==> src/rtl/dtim_pkg.sv <==
package dtim_pkg;
  localparam int SJW_W   = 3;
  localparam int T2_W    = 4;
  localparam int T1_W    = 5;
  localparam int BRP_W   = 5;
  localparam int WORD_W  = 32;
  // field placement is the software contract
  localparam int POS_SJW = 0;
  localparam int POS_T2  = 4;
  localparam int POS_T1  = 8;
  localparam int POS_BRP = 16;
  localparam int POS_TDC = 23;
  // quantum counter must hold tpre + max jump
  localparam int Q_W     = T1_W + 2;

  typedef struct packed {
    logic              tdc;
    logic [BRP_W-1:0]  brp;
    logic [T1_W-1:0]   tpre;
    logic [T2_W-1:0]   tpost;
    logic [SJW_W-1:0]  sjw;
  } dtim_cfg_t;

  typedef enum logic [1:0] {
    SEG_SYNC = 2'd0,
    SEG_PRE  = 2'd1,
    SEG_POST = 2'd2
  } seg_e;
endpackage

==> src/rtl/dtim_regs.sv <==
module dtim_regs
  import dtim_pkg::*;
#(
  parameter logic [WORD_W-1:0] RST_WORD = 32'h0000_0A33
) (
  input  logic              clk,
  input  logic              rst_n,
  input  logic              wr_en,
  input  logic [WORD_W-1:0] wr_data,
  input  logic              cfg_ce,
  input  logic              cfg_init,
  output dtim_cfg_t         cfg,
  output logic [WORD_W-1:0] rd_data
);
  logic wr_ok;
  logic [T1_W-1:0] tpre_in;

  assign wr_ok   = wr_en && cfg_ce && cfg_init;
  assign tpre_in = wr_data[POS_T1 +: T1_W];

  always_ff @(posedge clk or negedge rst_n) begin
    if (!rst_n) begin
      cfg.sjw   <= RST_WORD[POS_SJW +: SJW_W];
      cfg.tpost <= RST_WORD[POS_T2  +: T2_W];
      cfg.tpre  <= RST_WORD[POS_T1  +: T1_W];
      cfg.brp   <= RST_WORD[POS_BRP +: BRP_W];
      cfg.tdc   <= RST_WORD[POS_TDC];
    end else if (wr_ok) begin
      cfg.sjw   <= wr_data[POS_SJW +: SJW_W];
      cfg.tpost <= wr_data[POS_T2  +: T2_W];
      cfg.brp   <= wr_data[POS_BRP +: BRP_W];
      cfg.tdc   <= wr_data[POS_TDC];
      // a zero pre-sample segment is illegal: keep the old one
      if (tpre_in != '0) cfg.tpre <= tpre_in;
    end
  end

  always_comb begin
    rd_data                      = '0;
    rd_data[POS_SJW +: SJW_W]    = cfg.sjw;
    rd_data[POS_T2  +: T2_W]     = cfg.tpost;
    rd_data[POS_T1  +: T1_W]     = cfg.tpre;
    rd_data[POS_BRP +: BRP_W]    = cfg.brp;
    rd_data[POS_TDC]             = cfg.tdc;
  end
endmodule

==> src/rtl/dtim_prescaler.sv <==
module dtim_prescaler #(
  parameter int BW = 5
) (
  input  logic          clk,
  input  logic          rst_n,
  input  logic          en,
  input  logic [BW-1:0] brp,
  output logic          tick
);
  logic [BW-1:0] cnt_q;

  // >= keeps a shrinking divider from running past its limit
  assign tick = en && (cnt_q >= brp);

  always_ff @(posedge clk or negedge rst_n) begin
    if (!rst_n)           cnt_q <= '0;
    else if (!en || tick) cnt_q <= '0;
    else                  cnt_q <= cnt_q + BW'(1);
  end
endmodule

==> src/rtl/dtim_segseq.sv <==
module dtim_segseq
  import dtim_pkg::*;
#(
  parameter int T1W = T1_W,
  parameter int T2W = T2_W,
  parameter int SW  = SJW_W,
  parameter int QW  = Q_W
) (
  input  logic           clk,
  input  logic           rst_n,
  input  logic           en,
  input  logic           tick,
  input  logic [T1W-1:0] tpre,
  input  logic [T2W-1:0] tpost,
  input  logic [SW-1:0]  sjw,
  input  logic           fall,
  output logic           sample_stb,
  output logic           bit_stb
);
  localparam logic [QW-1:0] Q_ONE = QW'(1);

  seg_e          seg_q;
  logic [QW-1:0] qcnt_q;
  logic [QW-1:0] adj_q;
  logic          rs_done_q;

  logic [QW-1:0] pre_x, post_x, jump, qnext;
  logic [QW-1:0] ext_new, rem, shr_new, adj_new, adj_eff, lim_pre, lim_post;
  logic          rs_now, end_pre, end_post;

  always_comb begin
    pre_x   = QW'(tpre);
    post_x  = QW'(tpost);
    jump    = QW'(sjw) + Q_ONE;
    qnext   = qcnt_q + Q_ONE;
    // stretch: phase error is quanta elapsed since the sync segment
    ext_new = (qnext < jump) ? qnext : jump;
    // shorten: never below the quantum now running
    rem     = (qcnt_q < post_x) ? (post_x - qcnt_q) : '0;
    shr_new = (rem < jump) ? rem : jump;
    adj_new = (seg_q == SEG_PRE) ? ext_new : shr_new;
    rs_now  = en && fall && !rs_done_q && (seg_q != SEG_SYNC);
    adj_eff = rs_now ? adj_new : adj_q;
    lim_pre  = pre_x + adj_eff;
    lim_post = (post_x > adj_eff) ? (post_x - adj_eff) : '0;
    end_pre  = tick && (seg_q == SEG_PRE)  && (qcnt_q >= lim_pre);
    end_post = tick && (seg_q == SEG_POST) && (qcnt_q >= lim_post);
  end

  assign sample_stb = end_pre;
  assign bit_stb    = end_post;

  always_ff @(posedge clk or negedge rst_n) begin
    if (!rst_n) begin
      seg_q     <= SEG_SYNC;
      qcnt_q    <= '0;
      adj_q     <= '0;
      rs_done_q <= 1'b0;
    end else if (!en) begin
      seg_q     <= SEG_SYNC;
      qcnt_q    <= '0;
      adj_q     <= '0;
      rs_done_q <= 1'b0;
    end else begin
      if (rs_now) begin
        adj_q     <= adj_new;
        rs_done_q <= 1'b1;
      end
      if (tick) begin
        case (seg_q)
          SEG_SYNC: begin
            seg_q  <= SEG_PRE;
            qcnt_q <= '0;
          end
          SEG_PRE: begin
            if (end_pre) begin
              seg_q  <= SEG_POST;
              qcnt_q <= '0;
              adj_q  <= '0;
            end else begin
              qcnt_q <= qnext;
            end
          end
          SEG_POST: begin
            if (end_post) begin
              seg_q     <= SEG_SYNC;
              qcnt_q    <= '0;
              adj_q     <= '0;
              rs_done_q <= 1'b0;
            end else begin
              qcnt_q <= qnext;
            end
          end
          default: seg_q <= SEG_SYNC;
        endcase
      end
    end
  end
endmodule

==> src/rtl/canfd_dtiming.sv <==
module canfd_dtiming
  import dtim_pkg::*;
#(
  parameter logic [WORD_W-1:0] RST_WORD = 32'h0000_0A33
) (
  input  logic              clk,
  input  logic              rst_n,
  input  logic              en,
  input  logic              cfg_ce,
  input  logic              cfg_init,
  input  logic              wr_en,
  input  logic [WORD_W-1:0] wr_data,
  output logic [WORD_W-1:0] rd_data,
  input  logic              rx_in,
  output logic              tq_tick,
  output logic              sample_stb,
  output logic              bit_stb,
  output logic              sample_val
);
  dtim_cfg_t cfg;
  logic      rx_smp, rx_prev, fall;

  dtim_regs #(.RST_WORD(RST_WORD)) u_regs (
    .clk      (clk),
    .rst_n    (rst_n),
    .wr_en    (wr_en),
    .wr_data  (wr_data),
    .cfg_ce   (cfg_ce),
    .cfg_init (cfg_init),
    .cfg      (cfg),
    .rd_data  (rd_data)
  );

  dtim_prescaler #(.BW(BRP_W)) u_presc (
    .clk   (clk),
    .rst_n (rst_n),
    .en    (en),
    .brp   (cfg.brp),
    .tick  (tq_tick)
  );

  // receive sampling and falling-edge detect, recessive at reset
  always_ff @(posedge clk or negedge rst_n) begin
    if (!rst_n) begin
      rx_smp  <= 1'b1;
      rx_prev <= 1'b1;
    end else begin
      rx_smp  <= rx_in;
      rx_prev <= rx_smp;
    end
  end
  assign fall = rx_prev && !rx_smp;

  dtim_segseq u_seq (
    .clk        (clk),
    .rst_n      (rst_n),
    .en         (en),
    .tick       (tq_tick),
    .tpre       (cfg.tpre),
    .tpost      (cfg.tpost),
    .sjw        (cfg.sjw),
    .fall       (fall),
    .sample_stb (sample_stb),
    .bit_stb    (bit_stb)
  );

  // zero processing time: value is out on the edge after the sample point
  always_ff @(posedge clk or negedge rst_n) begin
    if (!rst_n)          sample_val <= 1'b1;
    else if (sample_stb) sample_val <= rx_smp;
  end
endmodule

==> config.mk <==
export PLATFORM = sky130hd
export DESIGN_NAME = canfd_dtiming
export DESIGN_NICKNAME = d
export VERILOG_FILES = /design/src/rtl/dtim_pkg.sv /design/src/rtl/dtim_regs.sv /design/src/rtl/dtim_prescaler.sv /design/src/rtl/dtim_segseq.sv /design/src/rtl/canfd_dtiming.sv
export SDC_FILE = /design/constraint.sdc
export NUM_CORES = 1
export LEC_CHECK = 0
export ABC_AREA = 1
export BUFFER_PORTS_ARGS = -buffer_cell sky130_fd_sc_hd__buf_2
export CAP_MARGIN = 20
export CORE_MARGIN = 3
export CORE_UTILIZATION = 45
export DETAILED_ROUTE_END_ITERATION = 6
export PLACE_DENSITY_LB_ADDON = 0.25
export SKIP_LAST_GASP = 1
export SYNTH_ARGS = -nofsm -noshare
export SYNTH_HDL_FRONTEND = slang
export SYNTH_SLANG_ARGS = --single-unit
==> constraint.sdc <==
create_clock -name clk -period 4.6 [get_ports clk]
set_input_delay 0.69 -clock clk [delete_from_list [all_inputs] [get_ports clk]]
set_output_delay 0.69 -clock clk [all_outputs]
set_load 0.005 [all_outputs]
==> results.sh <==
export IMPL_switching_share=0.4188
export IMPL_ant_nets=0
export IMPL_status="finished, violations left"
export IMPL_initial_core_util=0.4798
export IMPL_cts_max_level=2
export IMPL_syn_to_final_growth_pct=49.63
export IMPL_die_h_um=92.74
export IMPL_clkTransAtPathRegs_ns=0.09
export IMPL_drt_first_pass_iters=5
export IMPL_hold_buffers=0
export IMPL_finalMaxSlewViolations=0
export IMPL_cp_start_kind="flip-flop"
export IMPL_synth_main_ff_cell="dfrtp_1"
export IMPL_min_period_ns=5.756
export IMPL_final_util=0.7179
export IMPL_drc=0
export IMPL_finalPower_mw=2.007
export IMPL_layout_setup_ws_ns=-1.156
export IMPL_rsz0062_at_grt="true"
export IMPL_setup_tns_ns=-15.26
export IMPL_tightest_slew_ns=0.9917
export IMPL_p_switching_mw=0.8405
export IMPL_grt_total_usage=0.2405
export IMPL_final_common_cell="buf_4"
export IMPL_cp_slowest_cell="dfstp_2"
export IMPL_vdd_ir_drop_max_uv=266.6
export IMPL_total_leakage_power_nw=2.656
export IMPL_gr_total_overflow=0
export IMPL_r2r_start="u_regs.cfg[3]$_DFFE_PN1P_"
export IMPL_clockRootBuffer="clkbuf_8"
export IMPL_crit_required_ns=3.91
export IMPL_vias=3571
export IMPL_viasPerCell=5.131
export IMPL_async_flop_share=1.000
export IMPL_power_frac_seq=0.240
export IMPL_hold_viol_final=0
export IMPL_pre_cts_slack_ns=-0.7261
export IMPL_startpoint="u_regs.cfg[3]$_DFFE_PN1P_"
export IMPL_antenna_found_initial=0
export IMPL_min_from="rx_smp$_DFF_PN1_"
export IMPL_grt_max_degree=44
export IMPL_fp_coreArea_mm2=0.007057
export IMPL_synthesis_area_mm2=0.003386
export IMPL_end_kind="output pin"
export IMPL_synth_seq_cells=43
export IMPL_hpwl_mm=6.631
export IMPL_final_setup_viol_count=20
export IMPL_slew_headroom=0.3389
export IMPL_hp_class="flip-flop to flip-flop"
export IMPL_routabilityCongestion=0.8539
export IMPL_crit_fanout=6
export IMPL_wl_mm=10.77
export IMPL_cell_internal_pwr_mw=1.167
export IMPL_cellPowerDensity_mw_per_mm2=396.2
export IMPL_postSynthAreaPerCell_um2=7.660
export IMPL_maxClockFrequency_ghz=0.1737
export IMPL_dieArea_mm2=0.008601
export IMPL_worstPathArrival_ns=5.07
export IMPL_ys_warn_count=0
export IMPL_syn_inst=442
export IMPL_synth_edf_count=0
export IMPL_power_share_clock=0.153
export IMPL_critPathBufInv=5
export IMPL_tritoncts="built"
export IMPL_cts_buffers_inserted=5
export IMPL_die_x_um=92.74
export IMPL_ys_seq_area_frac=0.3211
export IMPL_final_cell_mix="buf_4, nand2_1, inv_1, buf_2"
export IMPL_io_buffers=46
export IMPL_worst_path_largest_cell_delay_ns=0.55
export IMPL_n_antenna_cell=0
export IMPL_maxCapViolCount=0
export IMPL_netlist_cell_type_count=33
export IMPL_period_share=1.251
export IMPL_ios=75
export IMPL_worstSetupPathType="flip-flop to output pin"
export IMPL_finClkSkew_ns=0.003538
export IMPL_first_global_vias=3352
export IMPL_violations="negative setup slack"
export IMPL_path_delay_family="adder cells"
export IMPL_row_count=30
export IMPL_grt_pass1_wl_mm=16.33
export IMPL_cp_common_cell="nand2_4"
export IMPL_clock_path_buffers=2
export IMPL_wl_per_cell_um=15.48
export IMPL_insertion_delay_ns=0.30
export IMPL_drt_iter0_markers=186
export IMPL_cts_sinks=43
export IMPL_nets=686
export IMPL_comb_power_share=0.607
export IMPL_drive_above_1_share=0.4400
routing by layer:
metal	routed length [µm]	vias to the layer above	part of all wire	global-route usage
met3	532	35	0.049	0.03168
met5	0	-	0	0
met2	5310	140	0.49	0.4091
met1	4568	1684	0.42	0.3099
met4	363	0	0.034	0.09280
li1	-	1712	-	-
path summary, 6_finish.rpt:
| check | endpoint | slack [ns] | depth (start not counted) |
|---|---|---|---|
| min in group asynchronous | u_regs.cfg[5]$_DFFE_PN0P_ | 0.54 | 1 |
| worst min-delay path | rx_prev$_DFF_PN1_ | 0.40 | 0 |
| worst max register to register | u_seq.adj_q[0]$_DFF_PN0_ | -1.06 | 38 |
| worst min register to register | rx_prev$_DFF_PN1_ | 0.40 | 0 |
| max in group asynchronous | u_seq.adj_q[3]$_DFF_PN0_ | 3.44 | 1 |
| worst max-delay path | bit_stb | -1.16 | 28 |
logic make-up (layout without fill, tap and decap cells):
| logic type | after synthesis | after routing | synth area share |
|---|---|---|---|
| compound gates | 64 | 64 | 0.1013 |
| xor+xnor | 17 | 17 | 0.04398 |
| fa+ha+maj | 48 | 48 | 0.1840 |
| buf+inv | 80 | 225 | 0.1046 |
| flops | 43 | 43 | 0.3211 |
| mux | 1 | 1 | 0.003326 |
| other cells | 2 | 15 | 0.002218 |
| simple gates | 187 | 187 | 0.2395 |
power groups by stage:
stage	logic, mW	clock network, mW	registers, mW
after floorplan	0.535	0	0.490
after global placement	0.826	0	0.484
after detailed placement	0.851	0	0.486
after CTS	1.00	0.308	0.479
after global routing	1.34	0.324	0.490
final	1.22	0.306	0.482
stage by stage:
step	cell area, µm²	hold WS (ns)	instances
floorplan	3523	0.3783	455
global placement	4214	0.3820	641
detailed placement	4214	0.3838	641
CTS	4738	0.3969	686
global route	5066	0.3994	696
finish	5066	0.3962	696
registers in the layout, indices dropped and copies added, names as in the netlist:
signal and cells:
u_seq.rs_done_q 1, rx_prev 1, sample_val 1, rx_smp 1, u_seq.qcnt_q 7, u_presc.cnt_q 5
u_seq.adj_q 7, u_seq.seg_q 2, u_regs.cfg 18
final cells by class:
cell class | count | area, µm²
Clock inverter | 2 | 37.54
Inverter | 63 | 236.5
Clock buffer | 6 | 72.57
Sequential cell | 43 | 1087
Fill cell | 534 | 1991
Multi-Input combinational cell | 332 | 2445
Tap cell | 96 | 120.1
Timing Repair Buffer | 154 | 1067
worst reg2reg max path: cells and delay by family (launching register included):
kind / cells / cell delay, ns
AO/OA/AOI/OAI: 2 / 0.31
buffers and inverters: 26 / 3.09
adder cells (fa/ha/maj): 3 / 0.85
XOR/XNOR: 1 / 0.17
flip-flops: 1 / 0.55
AND/OR/NAND/NOR: 6 / 0.61
Yosys cell counts (3+ instances only):
library cell | number | share of area
nor2_2 | 3 | 0.0055
inv_2 | 5 | 0.0055
nand2_1 | 112 | 0.12
buf_4 | 14 | 0.031
nand3_1 | 32 | 0.047
o211ai_1 | 3 | 0.0067
inv_1 | 58 | 0.064
o21ai_1 | 3 | 0.0044
dfrtp_1 | 34 | 0.25
nor3_1 | 3 | 0.0044
xor2_1 | 13 | 0.034
xnor2_1 | 4 | 0.010
nor2_1 | 28 | 0.031
a21oi_1 | 28 | 0.041
ha_1 | 45 | 0.17
o21ai_0 | 25 | 0.037
fa_1 | 3 | 0.018
dfstp_2 | 9 | 0.070
repair_timing:
| action | 4_1_cts | 5_1_grt |
|---|---|---|
| endpoints found under the setup margin | 20 | 20 |
| gates resized for setup | 41 | 52 |
| pin swaps | 35 | 49 |
| buffers inserted | 41 | 10 |
Note: power is estimated with default switching activity, not from simulation.
